### config.mk
export PLATFORM = sky130hd
export DESIGN_NAME = rdreq_bridge
export DESIGN_NICKNAME = d
export VERILOG_FILES = /design/src/rtl/rdreq_pkg.sv /design/src/rtl/rdreq_size_decode.sv /design/src/rtl/rdreq_beat_store.sv /design/src/rtl/rdreq_burst.sv /design/src/rtl/rdreq_bridge.sv
export SDC_FILE = /design/constraint.sdc
export NUM_CORES = 2
export LEC_CHECK = 0
export BUFFER_PORTS_ARGS = -buffer_cell sky130_fd_sc_hd__buf_2
export CAP_MARGIN = 20
export CORE_MARGIN = 1
export CORE_UTILIZATION = 50
export DETAILED_ROUTE_END_ITERATION = 6
export GPL_TIMING_DRIVEN = 0
export HOLD_SLACK_MARGIN = 0.1
export MAX_ROUTING_LAYER = met4
export PLACE_DENSITY = 0.66
export SLEW_MARGIN = 20
export SYNTH_ARGS = -nofsm -noshare
export SYNTH_HDL_FRONTEND = slang
export SYNTH_HIERARCHICAL = 1
export SYNTH_SLANG_ARGS = --single-unit
### constraint.sdc
create_clock -name clk -period 6.7 [get_ports clk]
set_input_delay 0.335 -clock clk [delete_from_list [all_inputs] [get_ports clk]]
set_output_delay 0.335 -clock clk [all_outputs]
set_load 0.05 [all_outputs]
### src/rtl/rdreq_pkg.sv
package rdreq_pkg;
  localparam logic [3:0] FC_REQUEST  = 4'h2;
  localparam logic [3:0] FC_RESPONSE = 4'hD;
  localparam logic [3:0] KIND_READ   = 4'h4;
  localparam logic [3:0] KIND_DATA   = 4'h8;
  localparam logic [3:0] KIND_NODATA = 4'h0;
  localparam logic [1:0] TRANSPORT16 = 2'b01;
  localparam logic [3:0] STAT_OK     = 4'h0;
  localparam logic [3:0] STAT_ERR    = 4'h7;

  typedef enum logic [3:0] {
    S_IDLE, S_HREQ, S_HWAIT, S_HCAP, S_CHECK, S_RELEASE, S_GAP,
    S_BUS, S_OWAIT, S_HDR0, S_HDR1, S_FETCH, S_HI, S_LO, S_COMMIT
  } fsm_t;
endpackage

### src/rtl/rdreq_size_decode.sv
module rdreq_size_decode #(
  parameter int SEL_W  = 8,
  parameter int BEAT_W = 6
) (
  input  logic [3:0]        code,
  input  logic              ptr,
  output logic [SEL_W-1:0]  sel,
  output logic [BEAT_W-1:0] beats
);
  logic [7:0] m_lo, m_hi;
  logic [5:0] n_lo, n_hi;

  always_comb begin
    m_hi = 8'hFF; m_lo = 8'hFF;
    n_hi = 6'd1;  n_lo = 6'd1;
    case (code)
      4'h0: begin m_hi = 8'h80; m_lo = 8'h08; end
      4'h1: begin m_hi = 8'h40; m_lo = 8'h04; end
      4'h2: begin m_hi = 8'h20; m_lo = 8'h02; end
      4'h3: begin m_hi = 8'h10; m_lo = 8'h01; end
      4'h4: begin m_hi = 8'hC0; m_lo = 8'h0C; end
      4'h5: begin m_hi = 8'hE0; m_lo = 8'h07; end
      4'h6: begin m_hi = 8'h30; m_lo = 8'h03; end
      4'h7: begin m_hi = 8'hF8; m_lo = 8'h1F; end
      4'h8: begin m_hi = 8'hF0; m_lo = 8'h0F; end
      4'h9: begin m_hi = 8'hFC; m_lo = 8'h3F; end
      4'hA: begin m_hi = 8'hFE; m_lo = 8'h7F; end
      4'hB: begin n_hi = 6'd1;  n_lo = 6'd2;  end
      4'hC: begin n_hi = 6'd4;  n_lo = 6'd8;  end
      4'hD: begin n_hi = 6'd12; n_lo = 6'd16; end
      4'hE: begin n_hi = 6'd20; n_lo = 6'd24; end
      default: begin n_hi = 6'd28; n_lo = 6'd32; end
    endcase
    sel   = SEL_W'(ptr ? m_lo : m_hi);
    beats = BEAT_W'(ptr ? n_lo : n_hi);
  end
endmodule

### src/rtl/rdreq_beat_store.sv
module rdreq_beat_store #(
  parameter int DEPTH = 32,
  parameter int WIDTH = 64
) (
  input  logic                     clk,
  input  logic                     we,
  input  logic [$clog2(DEPTH)-1:0] waddr,
  input  logic [WIDTH-1:0]         wdata,
  input  logic [$clog2(DEPTH)-1:0] raddr,
  output logic [WIDTH-1:0]         rdata
);
  logic [WIDTH-1:0] mem [DEPTH];

  always_ff @(posedge clk) begin
    if (we) mem[waddr] <= wdata;
    rdata <= mem[raddr];
  end
endmodule

### src/rtl/rdreq_burst.sv
module rdreq_burst #(
  parameter int ADR_W  = 31,
  parameter int SEL_W  = 8,
  parameter int BEAT_W = 6,
  parameter int IDX_W  = 5
) (
  input  logic              clk,
  input  logic              rst,
  input  logic              start,
  input  logic [ADR_W-1:0]  base,
  input  logic [SEL_W-1:0]  sel_in,
  input  logic [BEAT_W-1:0] beats,
  output logic              wb_cyc,
  output logic              wb_stb,
  output logic [ADR_W-1:0]  wb_adr,
  output logic [SEL_W-1:0]  wb_sel,
  input  logic              wb_ack,
  input  logic              wb_err,
  output logic              st_we,
  output logic [IDX_W-1:0]  st_idx,
  output logic              done,
  output logic              failed
);
  logic [BEAT_W-1:0] cnt;

  always_ff @(posedge clk) begin
    if (rst) begin
      wb_cyc <= 1'b0; wb_stb <= 1'b0; wb_adr <= '0; wb_sel <= '0;
      cnt <= '0; done <= 1'b0; failed <= 1'b0;
    end else begin
      done <= 1'b0;
      if (start && !wb_cyc) begin
        wb_cyc <= 1'b1; wb_stb <= 1'b1;
        wb_adr <= base; wb_sel <= sel_in;
        cnt <= '0; failed <= 1'b0;
      end else if (wb_cyc && wb_err) begin
        wb_cyc <= 1'b0; wb_stb <= 1'b0;
        done <= 1'b1; failed <= 1'b1;
      end else if (wb_cyc && wb_ack) begin
        wb_adr <= wb_adr + ADR_W'(1);
        cnt    <= cnt + BEAT_W'(1);
        if (cnt == beats - BEAT_W'(1)) begin
          wb_cyc <= 1'b0; wb_stb <= 1'b0; done <= 1'b1;
        end
      end
    end
  end

  assign st_we  = wb_cyc && wb_ack && !wb_err;
  assign st_idx = cnt[IDX_W-1:0];

  // lane select held for the whole burst
  a_r5_sel_hold: assert property (@(posedge clk) disable iff (rst)
    (wb_cyc && $past(wb_cyc)) |-> $stable(wb_sel));
  // address steps by one doubleword after each acknowledged beat
  a_r5_adr_step: assert property (@(posedge clk) disable iff (rst)
    (wb_cyc && $past(wb_cyc && wb_ack && !wb_err)) |-> (wb_adr == $past(wb_adr) + ADR_W'(1)));
  // a bus error closes the cycle on the next edge
  a_r9_err_close: assert property (@(posedge clk) disable iff (rst)
    (wb_cyc && wb_err) |=> !wb_cyc);
endmodule

### src/rtl/rdreq_bridge.sv
module rdreq_bridge #(
  parameter int ADR_W     = 31,
  parameter int DAT_W     = 64,
  parameter int WORD_W    = 32,
  parameter int MAX_BEATS = 32
) (
  input  logic              clk,
  input  logic              rst,
  input  logic              rq_empty,
  input  logic              rq_last,
  input  logic [WORD_W-1:0] rq_word,
  output logic              rq_pull,
  output logic              rq_release,
  input  logic              rs_full,
  output logic              rs_push,
  output logic [WORD_W-1:0] rs_word,
  output logic              rs_commit,
  output logic              wb_cyc,
  output logic              wb_stb,
  output logic              wb_we,
  output logic [ADR_W-1:0]  wb_adr,
  output logic [DAT_W/8-1:0] wb_sel,
  input  logic [DAT_W-1:0]  wb_dat_i,
  input  logic              wb_ack,
  input  logic              wb_err
);
  import rdreq_pkg::*;

  localparam int SEL_W  = DAT_W / 8;
  localparam int BEAT_W = $clog2(MAX_BEATS + 1);
  localparam int IDX_W  = $clog2(MAX_BEATS);

  fsm_t state;
  logic [1:0]        hcnt;
  logic [WORD_W-1:0] hdr0, hdr1, hdr2;
  logic              whole, is_read, go;
  logic [BEAT_W-1:0] beats_q, dec_beats;
  logic [SEL_W-1:0]  dec_sel;
  logic [IDX_W-1:0]  rd_idx, st_idx;
  logic [DAT_W-1:0]  rd_q;
  logic              st_we, bus_done, bus_failed;

  wire [3:0] f_class = hdr1[31:28];
  wire [1:0] f_trans = hdr1[27:26];
  wire [3:0] f_kind  = hdr1[23:20];
  wire [7:0] f_tid   = hdr1[7:0];
  logic unused_bits;
  assign unused_bits = ^{hdr1[25:24], hdr1[14:8], hdr2[WORD_W-1:ADR_W]};

  rdreq_size_decode #(.SEL_W(SEL_W), .BEAT_W(BEAT_W)) u_dec (
    .code(hdr1[19:16]), .ptr(hdr1[15]), .sel(dec_sel), .beats(dec_beats));

  rdreq_burst #(.ADR_W(ADR_W), .SEL_W(SEL_W), .BEAT_W(BEAT_W), .IDX_W(IDX_W)) u_bus (
    .clk(clk), .rst(rst), .start(go), .base(hdr2[ADR_W-1:0]), .sel_in(dec_sel),
    .beats(beats_q), .wb_cyc(wb_cyc), .wb_stb(wb_stb), .wb_adr(wb_adr), .wb_sel(wb_sel),
    .wb_ack(wb_ack), .wb_err(wb_err), .st_we(st_we), .st_idx(st_idx),
    .done(bus_done), .failed(bus_failed));

  rdreq_beat_store #(.DEPTH(MAX_BEATS), .WIDTH(DAT_W)) u_store (
    .clk(clk), .we(st_we), .waddr(st_idx), .wdata(wb_dat_i),
    .raddr(rd_idx), .rdata(rd_q));

  assign wb_we = 1'b0;

  always_ff @(posedge clk) begin
    if (rst) begin
      state <= S_IDLE; hcnt <= '0; whole <= 1'b0; is_read <= 1'b0; go <= 1'b0;
      beats_q <= '0; rd_idx <= '0; hdr0 <= '0; hdr1 <= '0; hdr2 <= '0;
      rq_pull <= 1'b0; rq_release <= 1'b0;
      rs_push <= 1'b0; rs_word <= '0; rs_commit <= 1'b0;
    end else begin
      rq_pull <= 1'b0; rq_release <= 1'b0;
      rs_push <= 1'b0; rs_commit <= 1'b0; go <= 1'b0;
      case (state)
        S_IDLE:  if (!rq_empty) begin hcnt <= '0; state <= S_HREQ; end
        S_HREQ:  begin rq_pull <= 1'b1; state <= S_HWAIT; end
        S_HWAIT: state <= S_HCAP;
        S_HCAP: begin
          case (hcnt)
            2'd0:    hdr0 <= rq_word;
            2'd1:    hdr1 <= rq_word;
            default: hdr2 <= rq_word;
          endcase
          if (rq_last || hcnt == 2'd2) begin
            whole <= (hcnt == 2'd2);
            state <= S_CHECK;
          end else begin
            hcnt  <= hcnt + 2'd1;
            state <= S_HREQ;
          end
        end
        S_CHECK: begin
          is_read <= whole && f_class == FC_REQUEST && f_trans == TRANSPORT16
                     && f_kind == KIND_READ;
          beats_q <= dec_beats;
          state   <= S_RELEASE;
        end
        S_RELEASE: begin rq_release <= 1'b1; state <= S_GAP; end
        S_GAP: if (is_read) begin go <= 1'b1; state <= S_BUS; end
               else state <= S_IDLE;
        S_BUS:   if (bus_done) state <= S_OWAIT;
        S_OWAIT: if (!rs_full) state <= S_HDR0;
        S_HDR0: begin
          rs_push <= 1'b1; rs_word <= {hdr0[15:0], hdr0[31:16]};
          state <= S_HDR1;
        end
        S_HDR1: begin
          rs_push <= 1'b1;
          rs_word <= {FC_RESPONSE, TRANSPORT16, 2'b00,
                      bus_failed ? KIND_NODATA : KIND_DATA,
                      bus_failed ? STAT_ERR : STAT_OK, 8'h00, f_tid};
          rd_idx <= '0;
          state  <= bus_failed ? S_COMMIT : S_FETCH;
        end
        S_FETCH: state <= S_HI;
        S_HI: begin
          rs_push <= 1'b1; rs_word <= rd_q[DAT_W-1:DAT_W-WORD_W];
          state <= S_LO;
        end
        S_LO: begin
          rs_push <= 1'b1; rs_word <= rd_q[WORD_W-1:0];
          if (BEAT_W'(rd_idx) == beats_q - BEAT_W'(1)) state <= S_COMMIT;
          else begin rd_idx <= rd_idx + IDX_W'(1); state <= S_FETCH; end
        end
        S_COMMIT: begin rs_commit <= 1'b1; state <= S_IDLE; end
        default:  state <= S_IDLE;
      endcase
    end
  end

  // a commit is always preceded by a pushed word
  a_r11_commit_after_push: assert property (@(posedge clk) disable iff (rst)
    rs_commit |-> $past(rs_push));
  // nothing is written to the response while the burst runs
  a_r11_quiet_bus: assert property (@(posedge clk) disable iff (rst)
    wb_cyc |-> (!rs_push && !rs_commit));
  // release is a single-cycle pulse
  a_r12_release_once: assert property (@(posedge clk) disable iff (rst)
    rq_release |=> !rq_release);
  // a rejected frame starts no bus cycle
  a_r10_no_bus: assert property (@(posedge clk) disable iff (rst)
    (state == S_GAP && !is_read) |=> !wb_cyc);
endmodule

Word level (Yosys, flattened, before mapping). Memory sizes are Yosys's and may differ from the RTL's. A register that Yosys moved wholly into a read port is not among the register bits. Index checks and enable logic that the tools add are counted. Widths: inputs -> output; s select.

Flip-flop bits (word level): 199. RAM bits: 2048. Bits of input ports: 103. Output and inout bits: 78. Logic and storage cells: 145. Memories: 1.

Memory list: u_store.mem (words 32, bits a word 64, rd ports 1, clocked after Yosys merged registers in 1, wr ports 1, line rdreq_beat_store.sv:12) `logic [WIDTH-1:0] mem [DEPTH];`.

$add $sub $neg: 5. Eq/ne operators: 41. Mux-type cells: 39. Bitwise gates (word level): 3. Reduce and logical (&&, ||, !) cells: 35.

Operators by type and width (number): $pmux 8 s11 (2); $pmux 32 s4 (1); $mux 31 (3); $eq 4x4->1 const B (14); $pmux 4 s14 (1); $eq 4x3->1 const B (9); $add 31x1->31 const B (1); $pmux 6 s5 (1); $eq 4x2->1 const B (5); $pmux 5 s4 (1); $mux 4 (4); $reduce_and 2->1 (8); $mux 3 (5); $mux 1 (14); $reduce_or 12->1 (1); $reduce_or 11->1 (1); $pmux 5 s2 (1); $eq 4x1->1 const B (2); $logic_not 4->1 (2); $mux 8 (1); $ne 2x2->1 const B (4); $logic_and 1x1->1 (7); $add 6x1->6 const B (1); $eq 5x6->1 (1); other kinds (21) (33).

Longest topological paths before layout.
Depth after elaboration: 6. Mapped depth: 9. Mapped depth without buffers: 7.

Hierarchy. The synthesis kept the hierarchy.

By module, submodules not included: rdreq_beat_store (times used 1, cells an instance 3096, area each 78964.5 µm², sequential area each 62780.2 µm²); rdreq_bridge (times used 1, cells an instance 767, area each 6072.1 µm², sequential area each 2842.7 µm²); rdreq_burst (times used 1, cells an instance 294, area each 2488.6 µm², sequential area each 960.9 µm²); rdreq_size_decode (times used 1, cells an instance 50, area each 281.5 µm², sequential area each 0.0 µm²).

Worst setup path after synthesis. OpenSTA, ideal clock, no wires.

Path kind: register to register. Start point: reg u_bus/wb_stb (netlist name). End point: mem u_store.mem[12][0], enable pin. Library setup time: 0.486 ns. Arrival: 4.675 ns. Required time: 6.214 ns. Slack: 1.538 ns. Cell stages (with the launch flop): 7. Path buffers: 2. Clock period less this slack: 5.162 ns. Cells stage by stage: dfxtp_1 > nand3b_4 > buf_1 > inv_2 > or3b_2 > clkbuf_1 > nor2_1.

RTL lines (line): to (decl) (rdreq_beat_store.sv:12).

==> qor.csv <==
metric;value;unit
CP max-delay cell;a221oi_1;
Sw Pwr;5600;uW
CTS Hold Bufs;104;
Vias/cell;6.36;
P per Cell Area;273;mW/mm^2
ys async rst share;0;%
worst rel slew slack;18.6;%
Post-CTS Resized;0;
Buf/Inv on CP;5;
clock latency on the worst-skew pair;870;ps
Yosys cell types;76;
LEAKAGE;0.0325;uW
Seq/Total Area, Yosys;75.8;%
detailed-placement wirelength estimate;171000;um
sequential share of power;55.1;%
wire length per cell;34.0;um
layout cells sized above 1;30.2;%
area of the multi-input gates;0.0202;mm^2
Bufs on Longest Clock Path;3;
largest net degree at the start of global routing;33;
Setup Skew;66.2;ps
Synth Flop Type;edfxtp_1;
final critical-path setup slack;2250;ps
row count;153;
Final period util;66.4;%
Tot GR Track Use;29.3;%
Core Region;0.174;mm^2
synthesized cell area;0.0878;mm^2
CTS buffer count;222;
GPL Wtd Cong;0.930;
crit-path max FO;10;
Die ar.;0.177;mm^2
CP required;7360;ps
status;complete, no violations;
largest vdd supply drop;207;uV
CTS root buffer;clkbuf_16;
design area;0.104;mm^2
Mapped Cells;4207;
H-tree depth;4;
CP startpoint kind;flip-flop;
total gr overflow;0;
CP Capture Type;flip-flop;
post-layout util;59.7;%
# Max-Cap Violations;0;
WP data arrival;5120;ps
top cell type's share of synthesized area;70.0;%
Synth Warn #;6;
P_int;22800;uW
final hold violation count;0;
DP Worst Slack;2440;ps
Area after DPL;0.0957;mm^2
global-route wire length before repair;351000;um
setup TNS;0;ps
Reg area;0.0666;mm^2
top-count cell post-synth;edfxtp_1;
Final ANT Viol Nets;0;
Final #Nets;4989;
initial core utilization;50.4;%
worst-margin pin slew;1220;ps
clock share of power;43.6;%
Synth top cells by count;edfxtp_1 (2048), mux4_2 (602), nand2_1 (261), dfxtp_1 (254), a21oi_1 (142);
min Tclk post-route;4450;ps
worst reg2reg setup slack;2250;ps
Avg Inst Size Synth;20.9;um^2
Crit Path Class;reg2reg;
Vias;47100;
DRT Wirelength;251000;um
first drt pass iteration count;5;
cell family with most CP delay;buffers and inverters;
# Post-CTS Setup Buffers;0;
EDFF count, synth;2048;
IO Count;181;
hold depth;5;
cell mode on critical path;buf_2;
DR iter-0 viols;6650;
critical-path cell list;clkbuf_1, buf_2, buf_2, buf_1, buf_2, mux2i_1, a221oi_1;
# port buffers;179;
combinational share of power;1.3;%
Final Max Slew Viols;0;
clk sinks;2302;
Synth area leader;edfxtp_1;
Yosys reg bits;2302;
Crit. path cell count;7;
largest incremental delay on the critical path;990;ps
DIE WIDTH;421;um
Reg clk slew, reported paths;60;ps
Filler Cell Count;12400;
HP Class;in2reg;
initial antenna violation count;13;
area growth from synthesis to layout;18.4;%
top cells by area, synth;edfxtp_1 (70%), mux4_2 (15%), dfxtp_1 (5.8%), nand2_1 (1.1%), mux2_2 (0.95%);
Die H;421;um
net count after synthesis;4318;
final setup violation count;0;
Peak Freq;225;MHz
DRC;0;
number of global-route vias before repair;46000;
RSZ-0062 raised after global routing;false;
Reg2Reg Depth;7;
CTS tree;done;
Switching Share;19.8;%
## final timing paths
| kind | startpoint | end |
|---|---|---|
| setup reg to reg | rd_idx[2]$_SDFFE_PP0P_ | u_store/rdata[16]$_DFF_P_ |
| hold / removal | rs_full | state[0]$_SDFFE_PP0P_ |
| setup / recovery | rd_idx[2]$_SDFFE_PP0P_ | u_store/rdata[16]$_DFF_P_ |
| hold reg to reg | rs_word[23]$_SDFFE_PP0P_ | rs_word[23]$_SDFFE_PP0P_ |
## cells by family (layout without fill, tap and decap cells)
kind of cell               after synthesis  count (layout)  synth area share (%)
DFF                                   2302            2302                  75.8
muxes                                  723             723                  16.9
other                                    1               5               0.00427
adders and majority gates                8               8                 0.114
xor gates and xnor gates                49              49                 0.489
buffers and inverters                  257            1119                  1.40
and+or+nand+nor                        525             525                  2.79
AOI/OAI and AO/OA                      342             342                  2.45
## registers in the layout, indices dropped and copies added, names as in the netlist, 2 cells and up
signal         cells
u_store/rdata     64
hdr0              32
state              4
hcnt               2
u_bus/wb_adr      31
u_bus/cnt          6
rs_word           32
u_bus/wb_sel       8
hdr1              23
u_store/mem     2048
hdr2              31
beats_q            6
rd_idx             5
## metrics by stage
stage	hold WS (ps)	total power (uW)	cells
2_1_floorplan	428	16000	4207
3_3_place_gp	443	16200	6711
3_5_place_dp	442	16200	6875
4_1_cts	169	28500	7394
5_1_grt	237	29000	7397
6_report	247	28400	7398
## cell type report
type,instances,area share [%]
flip-flops and latches,2302,64.0
multi-input cells,1648,19.5
clock buffers,326,6.19
repair buffers,447,5.50
well taps,2325,2.80
plain buffers,241,1.14
clock inverters,89,0.789
inverters,16,0.0578
diodes,4,0.00963
## metal layers
| layer | track usage, % | routed length (um) | up-vias |
|---|---|---|---|
| li1 | - | - | 18700 |
| met4 | 10.6 | 10300 | 0 |
| met5 | - | 0 | - |
| met2 | 44.1 | 118000 | 2864 |
| met3 | 5.67 | 26500 | 500 |
| met1 | 40.1 | 96800 | 25000 |
## worst register-to-register path: stages, from the launching register on
cell      delay [ps]
dfxtp_1          490
clkbuf_1         490
buf_2            660
buf_2            460
buf_1            590
buf_2            430
mux2i_1          130
a221oi_1         990
## power by group through the flow
| stage | clock network (uW) | logic [uW] | registers (uW) |
|---|---|---|---|
| 4_1_cts | 12500 | 362 | 15600 |
| 6_report | 12400 | 366 | 15600 |
| 3_5_place_dp | 0 | 309 | 15900 |
| 2_1_floorplan | 0 | 67.9 | 15900 |
| 3_3_place_gp | 0 | 291 | 15900 |
| 5_1_grt | 13000 | 395 | 15600 |
## layout by cell type, fill, tap and decap left out, drive strengths merged, types with 46 or more instances in the layout
cell,synthesis,routed
a21oi,142,142
buf,140,481
clkbuf,101,429
clkinv,0,68
dfxtp,254,254
dlygate4sd3,0,104
edfxtp,2048,2048
mux2,75,75
mux2i,46,46
mux4,602,602
nand2,262,262
nor2,120,120
o21ai,47,47
Power figures use the tool's default switching activity.
